--- src/rtl/bd_ring_engine.sv ---
module bd_ring_engine #(
  parameter int NDESC     = 16,
  parameter int BUF_MAX   = 1520,
  parameter int FRAME_MAX = 1518,
  parameter int FRAME_MIN = 64,
  localparam int IW = $clog2(NDESC)
) (
  input  logic        clk,
  input  logic        rst_n,
  input  logic        reg_we,
  input  logic [7:0]  reg_addr,
  input  logic [31:0] reg_wdata,
  output logic [31:0] reg_rdata,
  input  logic        rx_vld,
  input  logic        rx_sof,
  input  logic        rx_eof,
  output logic        tx_req,
  output logic [15:0] tx_len,
  output logic [15:0] tx_addr,
  input  logic        tx_done,
  input  logic [3:0]  tx_retry
);

  localparam logic [15:0] BMAX   = 16'(BUF_MAX);
  localparam logic [15:0] FMAX   = 16'(FRAME_MAX);
  localparam logic [15:0] FMIN   = 16'(FRAME_MIN);
  localparam logic [5:0]  NCOUNT = 6'(NDESC);
  localparam logic [31:0] GO     = 32'h0100_0000;

  logic [15:0] st [NDESC];
  logic [15:0] ln [NDESC];
  logic [15:0] ba [NDESC];

  logic [IW-1:0] rx_base, tx_base, rx_idx, tx_idx;
  logic          rx_act, tx_act, cap, tx_busy;
  logic [15:0]   cnt;

  function automatic logic [IW-1:0] step(input logic [IW-1:0] i);
    return (i == IW'(NDESC - 1)) ? '0 : i + 1'b1;
  endfunction

  wire          ram_ok  = !reg_addr[7] && ({1'b0, reg_addr[6:2]} < NCOUNT);
  wire [IW-1:0] sw_i    = reg_addr[2 +: IW];
  wire          go      = reg_wdata == GO;

  wire [15:0]   rx_cur  = st[rx_idx];
  wire [15:0]   tx_cur  = st[tx_idx];
  wire [IW-1:0] rx_nxt  = rx_cur[13] ? rx_base : step(rx_idx);
  wire [IW-1:0] tx_nxt  = tx_cur[13] ? tx_base : step(tx_idx);

  wire          take    = rx_vld && (rx_sof ? (rx_act && rx_cur[15]) : cap);
  wire [15:0]   fin     = rx_sof ? 16'd1 : ((cnt == 16'hFFFF) ? cnt : cnt + 16'd1);
  wire          rx_wb   = take && rx_eof;
  wire [15:0]   rx_len  = (fin > BMAX) ? BMAX : fin;
  wire [15:0]   rx_err  = {13'd0, fin < FMIN, fin > FMAX, fin > BMAX};
  wire          rx_stop = rx_act && !cap && !rx_cur[15] && !take;
  wire          tx_wb   = tx_busy && tx_done;

  always_ff @(posedge clk) begin
    if (!rst_n) begin
      for (int k = 0; k < NDESC; k++) begin
        st[k] <= '0;
        ln[k] <= '0;
        ba[k] <= '0;
      end
      rx_base <= '0;
      tx_base <= '0;
      rx_idx  <= '0;
      tx_idx  <= '0;
      rx_act  <= 1'b0;
      tx_act  <= 1'b0;
      cap     <= 1'b0;
      tx_busy <= 1'b0;
      cnt     <= '0;
    end else begin
      if (reg_we && ram_ok) begin
        case (reg_addr[1:0])
          2'd0:    st[sw_i] <= reg_wdata[15:0];
          2'd1:    ln[sw_i] <= reg_wdata[15:0];
          2'd2:    ba[sw_i] <= reg_wdata[15:0];
          default: ;
        endcase
      end

      if (rx_vld) begin
        if (take) begin
          cnt <= fin;
          cap <= !rx_eof;
        end else begin
          cap <= 1'b0;
        end
      end
      if (rx_wb) begin
        st[rx_idx] <= (rx_cur & ~16'h803F) | 16'h0800 | rx_err;
        ln[rx_idx] <= rx_len;
        rx_idx     <= rx_nxt;
      end
      if (rx_stop) rx_act <= 1'b0;

      if (!tx_busy && tx_act) begin
        if (tx_cur[15]) tx_busy <= 1'b1;
        else            tx_act  <= 1'b0;
      end
      if (tx_wb) begin
        st[tx_idx] <= (tx_cur & ~16'h803C) | {10'd0, tx_retry, 2'b00};
        tx_idx     <= tx_nxt;
        tx_busy    <= 1'b0;
      end

      if (reg_we && reg_addr[7]) begin
        case (reg_addr[1:0])
          2'd0: begin rx_base <= reg_wdata[IW-1:0]; rx_idx <= reg_wdata[IW-1:0]; end
          2'd1: begin tx_base <= reg_wdata[IW-1:0]; tx_idx <= reg_wdata[IW-1:0]; end
          2'd2: if (go) rx_act <= 1'b1;
          2'd3: if (go) tx_act <= 1'b1;
        endcase
      end
    end
  end

  assign tx_req  = tx_busy;
  assign tx_len  = tx_busy ? ln[tx_idx] : 16'd0;
  assign tx_addr = tx_busy ? ba[tx_idx] : 16'd0;

  always_comb begin
    reg_rdata = '0;
    if (reg_addr[7]) begin
      case (reg_addr[1:0])
        2'd0: reg_rdata = 32'(rx_base);
        2'd1: reg_rdata = 32'(tx_base);
        2'd2: reg_rdata = rx_act ? GO : 32'd0;
        2'd3: reg_rdata = tx_act ? GO : 32'd0;
      endcase
    end else if (ram_ok) begin
      case (reg_addr[1:0])
        2'd0:    reg_rdata = {16'd0, st[sw_i]};
        2'd1:    reg_rdata = {16'd0, ln[sw_i]};
        2'd2:    reg_rdata = {16'd0, ba[sw_i]};
        default: reg_rdata = '0;
      endcase
    end
  end

  a_r4_req_holds: assert property (@(posedge clk) disable iff (!rst_n)
    tx_req && !tx_done |=> tx_req);

  a_r5_req_drops: assert property (@(posedge clk) disable iff (!rst_n)
    tx_req && tx_done |=> !tx_req);

  a_r3_req_needs_active: assert property (@(posedge clk) disable iff (!rst_n)
    $rose(tx_req) |-> $past(tx_act));

  a_r7_tx_parks_idle: assert property (@(posedge clk) disable iff (!rst_n)
    $fell(tx_act) |-> $past(!tx_req));

  a_r7_rx_parks_idle: assert property (@(posedge clk) disable iff (!rst_n)
    $fell(rx_act) |-> $past(!cap));

endmodule

--- config.mk ---
export PLATFORM = sky130hd
export DESIGN_NAME = bd_ring_engine
export DESIGN_NICKNAME = d
export VERILOG_FILES = /design/src/rtl/bd_ring_engine.sv
export SDC_FILE = /design/constraint.sdc
export NUM_CORES = 2
export LEC_CHECK = 0
export BUFFER_PORTS_ARGS = -buffer_cell sky130_fd_sc_hd__buf_2
export CORE_UTILIZATION = 45
export CTS_CLUSTER_DIAMETER = 80
export CTS_CLUSTER_SIZE = 16
export DETAILED_ROUTE_END_ITERATION = 8
export MAX_ROUTING_LAYER = met4
export PLACE_DENSITY = 0.71
export SYNTH_ARGS = -nofsm -noshare
export SYNTH_HDL_FRONTEND = slang
export SYNTH_SLANG_ARGS = --single-unit
--- constraint.sdc ---
create_clock -name clk -period 5.95 [get_ports clk]
set_input_delay 1.785 -clock clk [delete_from_list [all_inputs] [get_ports clk]]
set_output_delay 1.785 -clock clk [all_outputs]
set_load 0.02 [all_outputs]
After elaboration in Yosys (flattened, before gate mapping)
Memories as Yosys holds them, arrays and structs flattened. A register that Yosys moved wholly into a read port is not among the register bits.
Cells that the tools add are included.
- register bits after elaboration: 36
- RAM bits: 768
- bits of input ports: 51
- memories kept: 3
- $add $sub $neg: 3
- magnitude comparators: 4
- equality and inequality tests: 7
- multiplexer cells: 73
- bitwise operators: 3
- reduce and logical (&&, ||, !) cells: 29
- memory list (memory ; words ; bits a word ; read ports ; clocked after memory_dff ; wr ports ; RTL line ; text):
    ba ; 16 ; 16 ; 2 ; 1 ; 16 ; 32 ; logic [15:0] ba [NDESC];
    ln ; 16 ; 16 ; 2 ; 1 ; 16 ; 31 ; logic [15:0] ln [NDESC];
    st ; 16 ; 16 ; 3 ; 2 ; 16 ; 30 ; logic [15:0] st [NDESC];
- operators with widths (cell ; count):
    16-bit two-way mux ; 12
    32-bit one-hot mux with 4 select lines ; 1
    16-bit OR reduction ; 6
    4-bit two-way mux ; 20
    25-bit two-way mux ; 2
    16-bit one-hot mux with 3 select lines ; 1
    1-bit two-way mux ; 36
    32-bit by 25-bit == test with 1-bit output (second input constant) ; 1
    16-bit by 11-bit > comparator with 1-bit output (second input constant) ; 2
    32-bit two-way mux ; 1
    16-bit by 1-bit adder with 16-bit output (second input constant) ; 1
    16-bit == test (second input constant) ; 1
    16-bit by 7-bit less-than comparator with 1-bit output (second input constant) ; 1
    15-bit by 3-bit OR with 15-bit output ; 1
    15-bit by 6-bit OR with 15-bit output ; 1
    1-bit logical AND ; 11
    4-bit by 1-bit adder with 4-bit output (second input constant) ; 2
    4-bit == test (second input constant) ; 2
    2-bit AND reduction ; 4
    1-bit zero test ; 6
    5-bit less-than comparator (second input constant) ; 1
    2-bit == test (second input constant) ; 2
    2-bit by 1-bit == test with 1-bit output (second input constant) ; 1
    2-bit zero test ; 1
    2 further kinds ; 2

Logic depth before layout (Yosys ltp)
- word-level depth: 9
- mapped depth: 12

Worst setup path after synthesis
Ideal clock, no wire load.
- kind: input to output
- start point: in reg_addr[2]
- end point: out reg_rdata[0]
- data arrival time: 4.379 ns
- required time: 4.165 ns
- path slack: -0.214 ns
- stages: 9
- path through: clkbuf_1 -> clkbuf_1 -> buf_1 -> mux4_2 -> mux4_2 -> mux2i_1 -> o22ai_1 -> nand2_1 -> o21ai_0
- longest elaborated chain between the ends: 4
- elaborated cells on any way between the ends: 8
- those cells by class: order compare: 1; mux: 3; reduce/logical: 1; memory: 3
- RTL lines (item ; RTL line ; text):
    start, declared ; 11 ; input logic [7:0] reg_addr,
    memory 16 x 16 bit (tied with other cells) ; -- ;
    16-bit one-hot mux with 3 select lines / 1-bit logical AND (equally long branches) ; 135, 42 ;
    16-bit two-way mux (*) ; 134 ; end else if (ram_ok) begin
    32-bit two-way mux (*) ; 127 ; if (reg_addr[7]) begin
    end, declared ; 13 ; output logic [31:0] reg_rdata,
Mark *: on every way between the ends. The rest lies on a longest branch, timed or not.

Worst setup path in the final report
Same ends and word-level chain as after synthesis.

==> metrics <==
run status=complete, but fails checks; violations in the final reports=DRC, setup timing; Syn Std Cell Area=49090 µm²; nets=4105; worst voltage drop across the vdd grid=0.2525 mV; Setup WS post-layout=-0.02507 ns; total gr overflow=0; sequential area share after synthesis=0.4812; detailed-route vias per instance=7.138; number of unique standard cell types used by synthesis=74; R2R depth=10; wire length per cell after detailed routing=33.50 µm; final core area utilization=0.5001; Vert. Die Dim=332.3 µm; nature of the critical path endpoint=output pin; clock transition at the registers of the reported paths=0.08 ns; Seq cells post-synth=804; residual antenna-violating net count after detailed routing=0; antenna violations before repair=13; Pre-Repair DR Iteration Count=9; share of total power in combinational logic=0.118; startpoint of the lowest-slack register-to-register path=cnt[1]; r2r setup slk=1.50 ns; first-pass GRT wire length=262.3 mm; cell types occupying the most area after synthesis=edfxtp_1, mux4_2, and2_1; total vias in the final route=39.22k; io pins=116; final design area excluding fillers=53840 µm²; Max Slew Vio Count=0; horizontal extent of the die=332.3 µm; final worst-path cycle share=1.004; # H-tree levels=2; leakage component of the power=17.79 nW; Syn Inst Count=4086; clock tree from TritonCTS=built; DRC violation total after the first TritonRoute iteration=6861; later-pin clock latency in the skew report=0.73 ns; dominant cell type by area after synthesis=edfxtp_1; IO buf count=100; final setup skew=0.07544 ns; net switching power figure=0.003156 W; number of synthesis warnings=0; leading cell types by count after synthesis=edfxtp_1, mux4_2, nand2_1, clkbuf_1, o21ai_0; Core Box Area=107700 µm²; cell with the most instances after synthesis=edfxtp_1; arrival time worst endpoint=4.19 ns; count of hold-fix buffers inserted at cts=0; deepest clock path buffer count=3; final hold vios=0; worst hold slack=0.5016 ns; highest clock frequency the design can meet=167.4 MHz; Most used DFF post-synth=edfxtp_1; number of global-route vias before repair=37.38k; Final Critical Period=5.975 ns; async set or reset register ratio after synthesis=0; worst reg2reg endpoint=ln[2][1]; hold-critical path depth=2; HPWL after detailed placement=121.1 mm; placed cell areas=51840 µm²; Clk pwr share=0.336; DRT Wirelength=184.1 mm; Cell Rows=120; top fanout value on the critical path=12; number of synthesized flops with an enable pin=752; TritonCTS sink count=804; initial standard-cell utilization of the core=0.4560; worst slew slack as a fraction of its limit=0.05186; Min-Delay Path Class=flop to flop; Startpoint Class=primary input; Mapped Avg Cell Area=12.02 µm²; final weighted congestion of routability-driven global placement=1.051; total routing resource utilization after global routing=0.3377; share of final-layout standard cells stronger than drive strength 1=0.2540; setup violation total in the final timing report=1; Critical Path Start=reg_addr[2]; Crit Path Class=primary input to output pin; CP required=4.16 ns; Pint=0.008942 W; measured slew at the worst slew-check pin=1.415 ns; overall die area=110400 µm²; buffer cell driving the clock tree root=clkbuf_16; share of the synthesized area in the top cell type=0.4600; sequential cell fraction of total power=0.546; Final Total Pwr=0.01210 W; power per cell area=224.7 nW/µm²; post-synthesis to final-layout area growth=9.662%; post-detailed-route DRC marker count=20; fraction of power spent switching nets=0.2609; largest net degree at the start of global routing=52; number of violations of the max-capacitance limit=0; number of fillers in the final layout=9020; number of buffers added by the clock tree synthesis step=58; endpoint of the worst setup timing path=reg_rdata[0]
-- power groups by stage --
| stage | logic (W) | registers, W | clock network (W) |
|---|---|---|---|
| after floorplan | 0.000875 | 0.00661 | 0 |
| after global placement | 0.00134 | 0.00672 | 0 |
| after detailed placement | 0.00136 | 0.00672 | 0 |
| after CTS | 0.00137 | 0.00659 | 0.00404 |
| after global routing | 0.00146 | 0.00662 | 0.00421 |
| final | 0.00143 | 0.00660 | 0.00406 |
-- layout make-up --
class / instances / area [µm²] / share of cell area
Tap cell: 1403 / 1755 / 0.03261
Multi-Input combinational cell: 2789 / 23640 / 0.4392
Inverter: 21 / 82.58 / 0.001534
Clock buffer: 88 / 1618 / 0.03005
Sequential cell: 804 / 23640 / 0.4391
Timing Repair Buffer: 371 / 2938 / 0.05457
Antenna cell: 9 / 22.52 / 0.0004183
Clock inverter: 9 / 135.1 / 0.002510
-- worst max-delay path: stages --
cell and delay (ns):
buf_16 0.19, buf_12 0.15, clkbuf_16 0.18, mux4_2 0.49
mux4_2 0.53, inv_1 0.17, o22ai_1 0.12, nand2_1 0.10
o21ai_0 0.21, buf_2 0.24
-- timing repair --
action,in CTS,in global routing
endpoints found under the setup margin,15,15
buffers inserted,2,4
cloned,0,3
resized for setup,3,8
-- stage by stage --
step | setup WS (ns) | instances | TNS [ns]
4_1_cts | 0.002129 | 5477 | 0
3_3_place_gp | -0.1779 | 5378 | -0.5439
2_1_floorplan | 0.07728 | 4100 | 0
3_5_place_dp | -0.1939 | 5378 | -0.6806
6_report | -0.02507 | 5494 | -0.02507
5_1_grt | -0.004073 | 5492 | -0.006856
-- layer usage --
metal  wire (µm)  vias up  GRT usage  share of wire
met1       61700    18880     0.4196           0.34
met3       29960      840     0.1144           0.16
li1            -    15580          -              -
met5           0        -          -              0
met2       78820     3917     0.4766           0.43
met4       13580        0     0.2019          0.074
-- worst min path at each step --
stage	slack, ns	start	endpoint
floorplan	0.46	rx_base[0]	rx_base[0]
global placement	0.48	tx_base[2]	tx_base[2]
detailed placement	0.48	tx_base[2]	tx_base[2]
CTS	0.49	tx_base[2]	tx_base[2]
global route	0.51	tx_base[2]	tx_base[2]
finish	0.50	tx_base[0]	tx_base[0]
-- sequential cells by signal, indices dropped and copies added (netlist names) --
register  cells
ba          256
cap           1
rx_idx        4
rx_act        1
ln          256
tx_base       4
cnt          16
tx_idx        4
tx_req        1
st          256
tx_act        1
rx_base       4
-- cell usage in the layout, fill, tap and decap left out, types with 26 or more instances in the layout --
cell       count
mux2i_1       41
clkbuf_16     62
o21ai_2       30
edfxtp_1     752
nand2_1      423
a21oi_1       41
buf_4        247
o21ai_0      334
nand3_1      259
and3_1        89
mux4_2       496
buf_2         95
dfxtp_1       45
and2_1       312
a31oi_1      147
nand4_1       26
nor2_1       255
nor3_1        44
-- cells by family (layout without fill, tap and decap cells) --
group                    after synthesis  after routing  share of synthesized area
buffers and inverters                507            489                    0.04159
multiplexers                         547            547                     0.2384
adder cells (fa/ha/maj)                9              9                   0.002294
XOR/XNOR                               1              1                  0.0001784
AO/OA/AOI/OAI                        684            684                    0.08189
other                                  1             24                 0.00007639
AND/OR/NAND/NOR                     1533           1533                     0.1544
flip-flops                           804            804                     0.4812
Note: power is estimated with default switching activity, not from simulation.
